==> config.mk <==
export PLATFORM = sky130hd
export DESIGN_NAME = cell_delineator
export DESIGN_NICKNAME = d
export VERILOG_FILES = /design/src/rtl/cd_pkg.sv /design/src/rtl/cd_classify.sv /design/src/rtl/cd_framer.sv /design/src/rtl/cd_viol_counter.sv /design/src/rtl/cell_delineator.sv
export SDC_FILE = /design/constraint.sdc
export NUM_CORES = 1
export LEC_CHECK = 0
export BUFFER_PORTS_ARGS = -buffer_cell sky130_fd_sc_hd__buf_2
export CORE_MARGIN = 4
export CORE_UTILIZATION = 56
export CTS_CLUSTER_DIAMETER = 40
export DETAILED_ROUTE_END_ITERATION = 16
export HOLD_SLACK_MARGIN = 0.15
export PLACE_DENSITY = 0.94
export SETUP_SLACK_MARGIN = 0.2
export SYNTH_ARGS = -nofsm -noshare
export SYNTH_HDL_FRONTEND = slang
export SYNTH_HIERARCHICAL = 1
export SYNTH_SLANG_ARGS = --single-unit
==> constraint.sdc <==
create_clock -name clk -period 3.2 [get_ports clk]
set_clock_uncertainty 0.05 [all_clocks]
set_input_delay 0.32 -clock clk [delete_from_list [all_inputs] [get_ports clk]]
set_output_delay 0.32 -clock clk [all_outputs]
set_load 0.1 [all_outputs]
==> src/rtl/cd_pkg.sv <==
// Package: shared constants for the cell delineator.
// Assumes: cells are fixed-length; command codes are octet-wide.
package cd_pkg;
    localparam int unsigned CD_CELL_OCTETS = 53;
    localparam logic [7:0]  CD_SOC_CODE    = 8'hC5;
    localparam int unsigned CD_CNT_W       = 16;
endpackage

==> src/rtl/cd_classify.sv <==
// Module: cd_classify
// Splits a 9-bit line word into data, violation, command and start-of-cell.
// Assumes: the violation flag only has meaning when bit 8 is set.
module cd_classify #(
    parameter logic [7:0] SOC_CODE = cd_pkg::CD_SOC_CODE
) (
    input  logic [8:0] word,
    input  logic       valid,
    input  logic       viol,
    output logic       is_data,
    output logic       is_viol,
    output logic       is_cmd,
    output logic       is_soc
);
    // Decode the word kind from the flag bit and violation input.
    always_comb begin
        is_data = valid && !word[8];
        is_viol = valid && word[8] && viol;
        is_cmd  = valid && word[8] && !viol;
        is_soc  = is_cmd && (word[7:0] == SOC_CODE);
    end
endmodule

==> src/rtl/cd_framer.sv <==
// Module: cd_framer
// Hunts for start-of-cell, then streams OCTETS data octets with sop/eop.
// Assumes: violation words are already separated by the classifier.
module cd_framer #(
    parameter int unsigned OCTETS = cd_pkg::CD_CELL_OCTETS
) (
    input  logic       clk,
    input  logic       rst_n,
    input  logic       is_data,
    input  logic       is_viol,
    input  logic       is_cmd,
    input  logic       is_soc,
    input  logic [7:0] octet,
    output logic       cell_valid,
    output logic [7:0] cell_data,
    output logic       cell_sop,
    output logic       cell_eop,
    output logic       cell_err
);
    localparam int unsigned POS_W = $clog2(OCTETS);
    localparam logic [POS_W-1:0] LAST = POS_W'(OCTETS - 1);

    logic             collecting;
    logic [POS_W-1:0] pos;

    // Track alignment and octet position; register the cell outputs.
    always_ff @(posedge clk) begin
        if (!rst_n) begin
            collecting <= 1'b0;
            pos        <= '0;
            cell_valid <= 1'b0;
            cell_data  <= '0;
            cell_sop   <= 1'b0;
            cell_eop   <= 1'b0;
            cell_err   <= 1'b0;
        end else begin
            cell_valid <= 1'b0;
            cell_sop   <= 1'b0;
            cell_eop   <= 1'b0;
            cell_err   <= 1'b0;
            if (is_cmd) begin
                cell_err   <= collecting && (pos != '0);
                collecting <= is_soc;
                pos        <= '0;
            end else if (is_data && collecting) begin
                cell_valid <= 1'b1;
                cell_data  <= octet;
                cell_sop   <= (pos == '0);
                cell_eop   <= (pos == LAST);
                if (pos == LAST) begin
                    collecting <= 1'b0;
                    pos        <= '0;
                end else begin
                    pos <= pos + 1'b1;
                end
            end
        end
    end

    AST_VIOL_SILENT: assert property (@(posedge clk) disable iff (!rst_n)
        is_viol |=> !cell_valid);
    AST_HUNT_QUIET: assert property (@(posedge clk) disable iff (!rst_n)
        (!collecting && !is_soc) |=> !cell_valid);
    AST_ERR_NO_OCTET: assert property (@(posedge clk) disable iff (!rst_n)
        cell_err |-> (!cell_valid && !cell_eop));
    AST_EOP_REHUNT: assert property (@(posedge clk) disable iff (!rst_n)
        cell_eop |-> !collecting);
endmodule

==> src/rtl/cd_viol_counter.sv <==
// Module: cd_viol_counter
// Saturating count of violation words with synchronous clear.
// Assumes: clear wins over a simultaneous increment.
module cd_viol_counter #(
    parameter int unsigned CNT_W = cd_pkg::CD_CNT_W
) (
    input  logic             clk,
    input  logic             rst_n,
    input  logic             inc,
    input  logic             clr,
    output logic [CNT_W-1:0] count
);
    localparam logic [CNT_W-1:0] MAXV = {CNT_W{1'b1}};

    // Clear, else increment unless already at the ceiling.
    always_ff @(posedge clk) begin
        if (!rst_n)                     count <= '0;
        else if (clr)                   count <= '0;
        else if (inc && count != MAXV)  count <= count + 1'b1;
    end

    AST_CLR_WINS: assert property (@(posedge clk) disable iff (!rst_n)
        clr |=> (count == '0));
    AST_SAT_HOLD: assert property (@(posedge clk) disable iff (!rst_n)
        (count == MAXV && !clr) |=> (count == MAXV));
    AST_INC_ONE: assert property (@(posedge clk) disable iff (!rst_n)
        (inc && !clr && count != MAXV) |=> (count == $past(count) + 1'b1));
endmodule

==> src/rtl/cell_delineator.sv <==
// Module: cell_delineator
// Top: recovers fixed-length cells from a symbol-delimited parallel line.
// Assumes: one line word per clock at most; outputs lag input by one cycle.
module cell_delineator #(
    parameter int unsigned OCTETS   = cd_pkg::CD_CELL_OCTETS,
    parameter logic [7:0]  SOC_CODE = cd_pkg::CD_SOC_CODE,
    parameter int unsigned CNT_W    = cd_pkg::CD_CNT_W
) (
    input  logic             clk,
    input  logic             rst_n,
    input  logic [8:0]       line_word,
    input  logic             line_valid,
    input  logic             line_viol,
    input  logic             viol_clr,
    output logic             cell_valid,
    output logic [7:0]       cell_data,
    output logic             cell_sop,
    output logic             cell_eop,
    output logic             cell_err,
    output logic [CNT_W-1:0] viol_count
);
    logic w_data, w_viol, w_cmd, w_soc;

    cd_classify #(.SOC_CODE(SOC_CODE)) u_classify (
        .word(line_word), .valid(line_valid), .viol(line_viol),
        .is_data(w_data), .is_viol(w_viol), .is_cmd(w_cmd), .is_soc(w_soc)
    );

    cd_framer #(.OCTETS(OCTETS)) u_framer (
        .clk(clk), .rst_n(rst_n),
        .is_data(w_data), .is_viol(w_viol), .is_cmd(w_cmd), .is_soc(w_soc),
        .octet(line_word[7:0]),
        .cell_valid(cell_valid), .cell_data(cell_data),
        .cell_sop(cell_sop), .cell_eop(cell_eop), .cell_err(cell_err)
    );

    cd_viol_counter #(.CNT_W(CNT_W)) u_viol_cnt (
        .clk(clk), .rst_n(rst_n), .inc(w_viol), .clr(viol_clr),
        .count(viol_count)
    );
endmodule

* Yosys cells after proc, flatten, opt, wreduce, memory -nomap -nowiden
Index checks and enable logic that the tools add are counted.
** Word-level totals
- Output and inout bits :: 28
- Bits of input ports :: 14
- Flip-flop bits (word level) :: 35
- Logic and storage cells :: 41
** Cells by class
- Add/subtract/negate cells :: 2
- Multiplexer cells :: 5
- Reduce and logical (&&, ||, !) cells :: 20
- Bitwise gates (word level) :: 3
- Equality and inequality tests :: 3
** Operators with widths (number)
- adder 16 x 1 -> 16 bit (second input constant) :: 1
- inequality test 16 bit (second input constant) :: 1
- equality test 8 bit (second input constant) :: 1
- logical AND 1 bit :: 8
- adder 6 x 1 -> 6 bit (second input constant) :: 1
- equality test 6 bit (second input constant) :: 1
- zero test 6 bit :: 1
- 2-to-1 mux 6 bit :: 1
- AND reduction 2 bit :: 3
- nonzero test 6 bit :: 1
- 2-to-1 mux 1 bit :: 4
- nonzero test 2 bit :: 2
- OR reduction 2 bit :: 2
- inverter 1 bit :: 3
- OR reduction 3 bit :: 1
- zero test 1 bit :: 2

* Logic depth before layout (Yosys ltp)
Gate-level depths: netlist (run 1).
- Depth in word-level cells :: 5
- Mapped depth :: 6
- Mapped depth without buffers :: 5

* By module
The synthesis (run 1) kept the hierarchy.
** Modules (own cells, without submodules)
- cd_viol_counter :: cells an instance 91, area each 864.6 sq um, seq. area each 320.3 sq um, instances 1
- cd_framer :: cells an instance 82, area each 799.5 sq um, seq. area each 380.4 sq um, instances 1
- cd_classify :: cells an instance 7, area each 55.1 sq um, seq. area each 0.0 sq um, instances 1

* Worst setup path after synthesis (run 1)
Ideal clock, no wire load.
- Path kind :: reg2reg
- Start point :: reg u_viol_cnt.count[0]
- End point :: reg u_viol_cnt.count[14]
- Arrival :: 2.157 ns
- Buffers on the path :: 0
- Library setup time :: 0.115 ns
- Clock period less this slack :: 2.321 ns
- Data required time :: 3.035 ns
- Stages on the path, launching flop included :: 6
- Setup slack :: 0.879 ns
- Cell sequence :: dfxtp_1 > ha_1 > and4_2 > o311ai_2 > o31a_1 > o21a_1
** Between the ends
- Longest elaborated chain between the ends :: 2
- Elaborated cells on any way between the ends :: 3
- Classes of those cells :: 1 x add/sub; 1 x eq/ne; 1 x reduce/logical
** RTL lines
- start, declared :: RTL line cd_viol_counter.sv:11 : output logic [CNT_W-1:0] count
- start signal, assigned :: RTL line cd_viol_counter.sv:19 : else if (inc && count != MAXV) count <= count + 1'b1;
- branches (longest 2 deep; another with adder 16 x 1 -> 16 bit)
Several ways; the timed one is not identified.
A chain may end at the register's enable or synchronous reset.

* Worst setup path after layout (run 1)
- Start point :: reg u_viol_cnt.count[3]
- End point :: out viol_count[3]
** RTL lines
- end, declared :: RTL line cell_delineator.sv:20 : output logic [CNT_W-1:0] viol_count
No word-level cell between the ends.

==> results of run 1 <==
==> worst min-delay path, stage by stage <==
cell and delay (ns):
buf_2 0.08, mux2i_1 0.06, nor2b_1 0.09
==> sequential cells by signal, indices dropped and copies added (netlist names) <==
name and cells:
u_framer/cell_eop 1, u_framer/cell_sop 1, u_viol_cnt/count 16, u_framer/collecting 1
u_framer/cell_valid 1, u_framer/cell_err 1, u_framer/cell_data 8, u_framer/pos 6
==> routing by layer <==
| metal | vias to the layer above | global-route usage | part of all wire |
|---|---|---|---|
| met5 | - | 0 | 0 |
| met4 | 0 | 0.06199 | 0 |
| met3 | 0 | 0.07460 | 0.078 |
| met2 | 61 | 0.3155 | 0.46 |
| met1 | 664 | 0.2453 | 0.46 |
| li1 | 758 | - | - |
==> how the worst max path moves through the flow <==
stage,end,depth (start not counted)
2_1_floorplan,u_viol_cnt/count[14]$_SDFFE_PP0P_,5
3_3_place_gp,u_viol_cnt/count[9]$_SDFFE_PP0P_,6
3_5_place_dp,u_viol_cnt/count[9]$_SDFFE_PP0P_,6
4_1_cts,viol_count[3],1
5_1_grt,viol_count[3],1
6_report,viol_count[3],1
==> area by class of cell <==
| class | count | area share |
|---|---|---|
| Clock buffer | 5 | 0.01829 |
| Multi-Input combinational cell | 137 | 0.4811 |
| Clock inverter | 3 | 0.03293 |
| Timing Repair Buffer | 41 | 0.1000 |
| Sequential cell | 35 | 0.3415 |
| Inverter | 4 | 0.007317 |
| Tap cell | 31 | 0.01890 |
==> cells in the final DEF (no fill, tap or decap), types with 2 or more instances in the layout <==
cell	instances
and4_2	2
a31oi_1	2
and3_1	3
nand2b_1	4
nand2_1	14
nor2b_1	11
nor3_1	2
nand3_4	2
dfxtp_1	35
o311ai_0	2
nand3_1	7
clkbuf_4	5
nand4_4	2
inv_1	4
mux2i_1	9
nand4_1	3
nor3b_1	2
or4_1	3
and2_1	4
o21ai_0	7
nor2_1	13
nor4_1	4
xor2_1	3
or3_1	3
bufinv_16	2
buf_2	41
a21oi_1	7
o41ai_1	2
nand4bb_1	2
ha_1	3
o31ai_1	2
==> stage by stage <==
stage / area (um^2) / cells
2_1_floorplan: 1719 / 180
3_3_place_gp: 1947 / 248
3_5_place_dp: 1947 / 248
4_1_cts: 2052 / 256
5_1_grt: 2052 / 256
6_report: 2052 / 256
==> kinds of logic (layout without fill, tap and decap cells) <==
family,count (synthesis),count (layout),synth area share
AO/OA/AOI/OAI,34,34,0.1528
XOR/XNOR,4,4,0.02038
adder cells (fa/ha/maj),3,3,0.02184
buffers and inverters,8,53,0.01819
flip-flops,35,35,0.4076
multiplexers,9,9,0.05240
AND/OR/NAND/NOR,87,87,0.3268
==> power groups by stage <==
| stage | clock [W] | sequential (W) | combinational [W] |
|---|---|---|---|
| 6_report | 0.000398 | 0.000436 | 0.0000309 |
| 5_1_grt | 0.000433 | 0.000436 | 0.0000340 |
| 4_1_cts | 0.000406 | 0.000436 | 0.0000309 |
| 3_5_place_dp | 0 | 0.000446 | 0.0000306 |
| 3_3_place_gp | 0 | 0.000446 | 0.0000301 |
| 2_1_floorplan | 0 | 0.000448 | 0.0000154 |
==> results.ini, run 1 <==
[synthesis]
synthArstFlopShare=0
synth_top_area_frac=0.4076
synth.most_common_cell=dfxtp_1
syn_inst=180
synthTopCellsByArea=dfxtp_1, mux2i_1, nor2b_1
syn-num-nets=197
synth-seq-cells=35
synth_common_cells=dfxtp_1, nand2_1, nor2_1
synth_seq_area_share=0.4076
synthFlopType=dfxtp_1
avgSynthCellArea_um2=9.551
synth_edf_count=0
synth_top_area_cell=dfxtp_1
synth_warnings=6
ys_types=49
synth_area_mm2=0.001719

[critical_path]
slowest_stage=dfxtp_1
r2r_cells=5
reg2reg_to=u_framer/pos[3]$_SDFFE_PP0P_
r2r_start=u_framer/pos[0]$_SDFFE_PP0P_
path_max_fanout=8
critical_path.startpoint=u_viol_cnt/count[3]$_SDFFE_PP0P_
cp.arrival_ns=1.32
crit_required_ns=2.83
setup.worst_path.end_class=output pin
crit_family=flip-flops
r2r_slack_ns=1.53
crit_buf_inv=1
critPathKind=reg -> out
slowest_delay_ns=0.50
crit_path_start_kind=flip-flop
path_cells=buf_2

[clock_network]
hold_buffers=0
cts_tree=built
cts_buffers=5
clockBufferDepth=2
cts_resized=0
htreeDepth=2
clock_sink_count=35
cts_setup_buffers=0
insertion_delay_ns=0.34
root_buffer=clkbuf_4
cts.clk_slew.worst_paths_ns=0.11

[pwr]
power_w=0.0008652
p_clk_frac=0.460
comb_power_share=0.036
vdd_ir_drop_max_uv=333.8
p_seq_frac=0.504
swShare=0.2013
p_switching_w=0.0001742
intPower_w=0.0006910
powerDensity_mw_per_mm2=421.6
leakagePower_nw=0.8907

[routing]
vias_per_cell=5.793
firstDrtPassIters=4
drt_iter0_markers=89
wl_per_cell_um=14.30
wirelength_um=3660
final_antenna_net_count=0
detailroute.via_count=1483
drc_errors=0

[timing]
layout_worst_path_cycle_share=0.5282
rsz0062_at_grt=no
worst_slack_ns=1.510
drv_slew=0
fmax_ghz=0.5916
hold_violations=0
max_slew_margin=0.6729
fin_setup_tns_ns=0
fin_crit_ns=1.690
final-setup-viol-count=0
worst_pin_slew_ns=0.4940
whs_ns=0.2030

[min_path]
min_to=u_framer/cell_data[5]$_SDFFE_PN0P_
min_path_type=in -> reg
holdPathStages=3
min_from=line_word[5]

[cells_and_area]
areaGrowthSynthToFinish_pct=19.36
diodes=0
drive_above_1_share=0.2667
fillers=228
utilization=0.7193
multi_input_area_um2=987.2
nets=241
regArea_um2=700.7

[placement]
dp_hpwl_um=2763
place.gp.congestion=0.8367
portBuffers=41
post-place-ws_ns=1.322

[global_routing]
grt_max_degree=14
grt_pass1_wl_um=6361
grt_pass1_vias=1419
grt_overflow=0
antenna_found_initial=0
grtUsageTotal=0.1976

[job]
cap_violations=0

[floorplanning]
die_w_um=63.41
die_h_um=63.41
row_count=19
start_util=0.6026
pin_count=42
die_area_mm2=0.004020
core_mm2=0.002853

[status]
status=finished clean

Power figures use the tool's default switching activity.
==> inputs of run 2 (changes only) <==
--- a/config.mk
+++ b/config.mk
@@ -5,13 +5,14 @@
 export SDC_FILE = /design/constraint.sdc
 export NUM_CORES = 1
 export LEC_CHECK = 0
+export ABC_AREA = 1
 export BUFFER_PORTS_ARGS = -buffer_cell sky130_fd_sc_hd__buf_2
 export CORE_MARGIN = 4
-export CORE_UTILIZATION = 56
+export CORE_UTILIZATION = 53
 export CTS_CLUSTER_DIAMETER = 40
 export DETAILED_ROUTE_END_ITERATION = 16
 export HOLD_SLACK_MARGIN = 0.15
-export PLACE_DENSITY = 0.94
+export PLACE_DENSITY = 0.9
 export SETUP_SLACK_MARGIN = 0.2
 export SYNTH_ARGS = -nofsm -noshare
 export SYNTH_HDL_FRONTEND = slang
==> constraint.sdc (replaced) <==
create_clock -name clk -period 1.7 [get_ports clk]
set_clock_uncertainty 0.05 [all_clocks]
set_input_delay 0.17 -clock clk [delete_from_list [all_inputs] [get_ports clk]]
set_output_delay 0.17 -clock clk [all_outputs]
set_load 0.1 [all_outputs]
==> run 2 against run 1 <==
Setup slack got worse by 1.2 ns. Synthesized cell count grew 52%. Design area grew 12%. Largest cell class unchanged.
==> results.ini, run 2 <==
[status]
status=finished clean

[cells_and_area]
multi_input_area_um2=983.4  ; -0.38%
fillers=245  ; +7.5%
final_common_cell=nor2_1
areaGrowthSynthToFinish_pct=27.61
layout_common_cells=nor2_1, nand2_1, buf_2, inv_1, dfxtp_1
reg_top3=u_viol_cnt/count x16, u_framer/cell_data x8, u_framer/pos x6
regArea_um2=755.7  ; +7.9%
regMostFlops=u_viol_cnt/count
nets=346  ; +44%
diodes=0  ; unchanged
fin_cells=374  ; +46%
largest_register_ffs=16  ; unchanged
final_cell_area_mm2=0.002307  ; +12%
drive_above_1_share=0.2727  ; +0.006061

[routing]
wirelength_um=4383  ; +20%
wl_per_cell_um=11.72  ; -18%
drt_iter0_markers=145  ; +63%
final_antenna_net_count=0  ; unchanged
firstDrtPassIters=7  ; +3
vias_per_cell=5.166  ; -11%
detailroute.via_count=1932  ; +30%
drc_errors=0  ; unchanged

[critical_path]
slowest_stage=dfxtp_4
cpMostUsedCell=nand2_1
crit_required_ns=1.89  ; -0.94 ns
critical_path.startpoint=u_viol_cnt/count[1]$_SDFFE_PP0P_
crit_path_start_kind=flip-flop
path_max_fanout=5  ; -3
path_cells=ha_4 > nand2_1 > inv_2 > nand2_1 > inv_1 > nand2_1 > nor2_2 > nand2_1 > nand2_1 > nor2_1
slowest_delay_ns=0.39  ; -0.11 ns
setup.worst_path.end_class=flip-flop
r2r_start=u_viol_cnt/count[1]$_SDFFE_PP0P_
critPathKind=reg -> reg
cp.arrival_ns=1.60  ; +0.28 ns

[pwr]
p_switching_w=0.0003384  ; +94%
comb_power_share=0.064  ; +0.028
intPower_w=0.001090  ; +58%
powerDensity_mw_per_mm2=619.0  ; +47%
p_clk_frac=0.375  ; -0.085
vdd_ir_drop_max_uv=391.6  ; +17%
leakagePower_nw=1.018  ; +14%
swShare=0.2369  ; +0.03561
power_w=0.001428  ; +65%
p_seq_frac=0.561  ; +0.057

[clock_network]
clockBufferDepth=2  ; unchanged
root_buffer=clkbuf_4
cts_tree=built
cts.clk_slew.worst_paths_ns=0.12  ; about the same
insertion_delay_ns=0.35  ; about the same
clock_sink_count=35  ; unchanged
htreeDepth=2  ; unchanged
cts_setup_buffers=0  ; unchanged
cts_buffers=5  ; unchanged

[global_routing]
grt_max_degree=16  ; +2
grt_pass1_wl_um=7493  ; +18%
antenna_found_initial=0  ; unchanged
grt_pass1_vias=1764  ; +24%
grtUsageTotal=0.2203  ; +0.02268
grt_overflow=0  ; unchanged

[synthesis]
synth_compound_area_frac=0.07751  ; -0.07533
synth_simple_gate_area_frac=0.4311  ; +0.1044
synthAdderAreaFrac=0.02076  ; -0.001073
syn-num-nets=290  ; +47%
ys_types=23  ; -53%
synthFlopType=dfxtp_1
synth_top_area_cell=dfxtp_1
synth_top_area_frac=0.3875  ; -0.02003
synth_xor_area_frac=0.004844  ; -0.01553
synth_top_family_by_area=simple AND/OR/NAND/NOR gates
synth_area_mm2=0.001808  ; +5.2%
synth-seq-cells=35  ; unchanged
synth_warnings=6  ; unchanged
synthArstFlopShare=0  ; unchanged
synth_seq_area_share=0.3875  ; -0.02003
synthTopCellsByArea=dfxtp_1, nor2_1, nand2_1
synth.most_common_cell=nor2_1
synth_common_cells=nor2_1, nand2_1, dfxtp_1
synth.area.mux_share=0  ; -0.05240
synth_edf_count=0  ; unchanged
syn_inst=273  ; +52%
avgSynthCellArea_um2=6.623  ; -31%

[placement]
placed_area_mm2=0.002140  ; +9.9%
dp_hpwl_um=3226  ; +17%
place.gp.congestion=0.8890  ; +6.3%
portBuffers=41  ; unchanged
dpl.cell_count=357  ; +44%

[timing]
worst_pin_slew_ns=0.4997  ; +0.005654 ns
final-setup-viol-count=0  ; unchanged
whs_ns=0.1739  ; -0.02919 ns
max_slew_margin=0.6692  ; -0.003744
fmax_ghz=0.7092
fin_crit_ns=1.410
rsz0062_at_grt=yes
hold_violations=0  ; unchanged
fin_setup_tns_ns=0  ; unchanged
drv_slew=0  ; unchanged
layout_worst_path_cycle_share=0.8294

[floorplanning]
die_w_um=66.41  ; +4.7%
die_area_mm2=0.004410  ; +9.7%
pin_count=42  ; unchanged
row_count=20  ; +1
die_h_um=66.41  ; +4.7%
core_mm2=0.003153  ; +11%
start_util=0.5734  ; -0.02922

[min_path]
min_path_type=in -> reg
min_from=line_viol

[job]
cap_violations=0  ; unchanged

==> run 2: changes by cell type after synthesis, sizes merged, moves of 6 or more <==
cell and change:
mux2i -9, nand3 +10, nor2 +64, nand2 +47
a21oi +8, nor2b -11, inv +28, o21ai +6
==> run 2: layer usage <==
metal  vias up  global-route usage  wire (um)
met5         -                   0          0
met4         0             0.08883         72
met3         8             0.05782        329
met2        90              0.3668       2113
met1       859              0.2668       1868
li1        975                   -          -
==> run 2: cell type report <==
class / instances / share of cell area
repair buffers: 53 / 0.1377
well taps: 44 / 0.02386
inverters: 32 / 0.05315
clock buffers: 7 / 0.02874
flip-flops and latches: 35 / 0.3275
clock inverters: 1 / 0.002712
multi-input cells: 202 / 0.4262
==> run 2: what timing repair did <==
action / in CTS / in global routing
endpoints found under the hold margin: 10 / 0
setup endpoints to repair: 0 / 3
hold buffers: 9 / 0
resized for setup: 0 / 3
==> run 2: critical path: cells and delay by family (launching register included) <==
kind,cells,cell delay (ns)
flip-flops,1,0.39
adder cells (fa/ha/maj),1,0.15
buffers and inverters,2,0.20
AND/OR/NAND/NOR,7,0.52
==> run 2: logic make-up (layout without fill, tap and decap cells) <==
family / after synthesis / after routing
simple gates: 170 / 170
compound gates: 28 / 28
buf+inv: 36 / 93
flops: 35 / 35
xor+xnor: 1 / 1
fa+ha+maj: 3 / 3
==> run 2: through the flow <==
stage               setup slack (ns)  utilization
global route                  0.1763       0.7317
detailed placement            0.1982       0.6786
global placement              0.2750       0.6786
finish                        0.2900       0.7317
CTS                           0.2900       0.7302
floorplan                     0.2039            -
==> run 2: path summary, 6_finish.rpt <==
| path | end | slack (ns) | depth (start not counted) |
|---|---|---|---|
| max | u_viol_cnt/count[8]$_SDFFE_PP0P_ | 0.29 | 10 |
| min | u_framer/collecting$_SDFFE_PN0P_ | 0.17 | 6 |
| max reg2reg | u_viol_cnt/count[8]$_SDFFE_PP0P_ | 0.29 | 10 |
| min reg2reg | u_framer/pos[0]$_SDFFE_PP0P_ | 0.45 | 2 |
==> run 2: power groups by stage <==
stage | logic [W] | clock network [W] | registers (W)
after floorplan | 0.0000374 | 0 | 0.000827
after global placement | 0.0000713 | 0 | 0.000820
after detailed placement | 0.0000739 | 0 | 0.000820
after CTS | 0.0000898 | 0.000545 | 0.000801
after global routing | 0.000103 | 0.000590 | 0.000801
final | 0.0000918 | 0.000536 | 0.000801
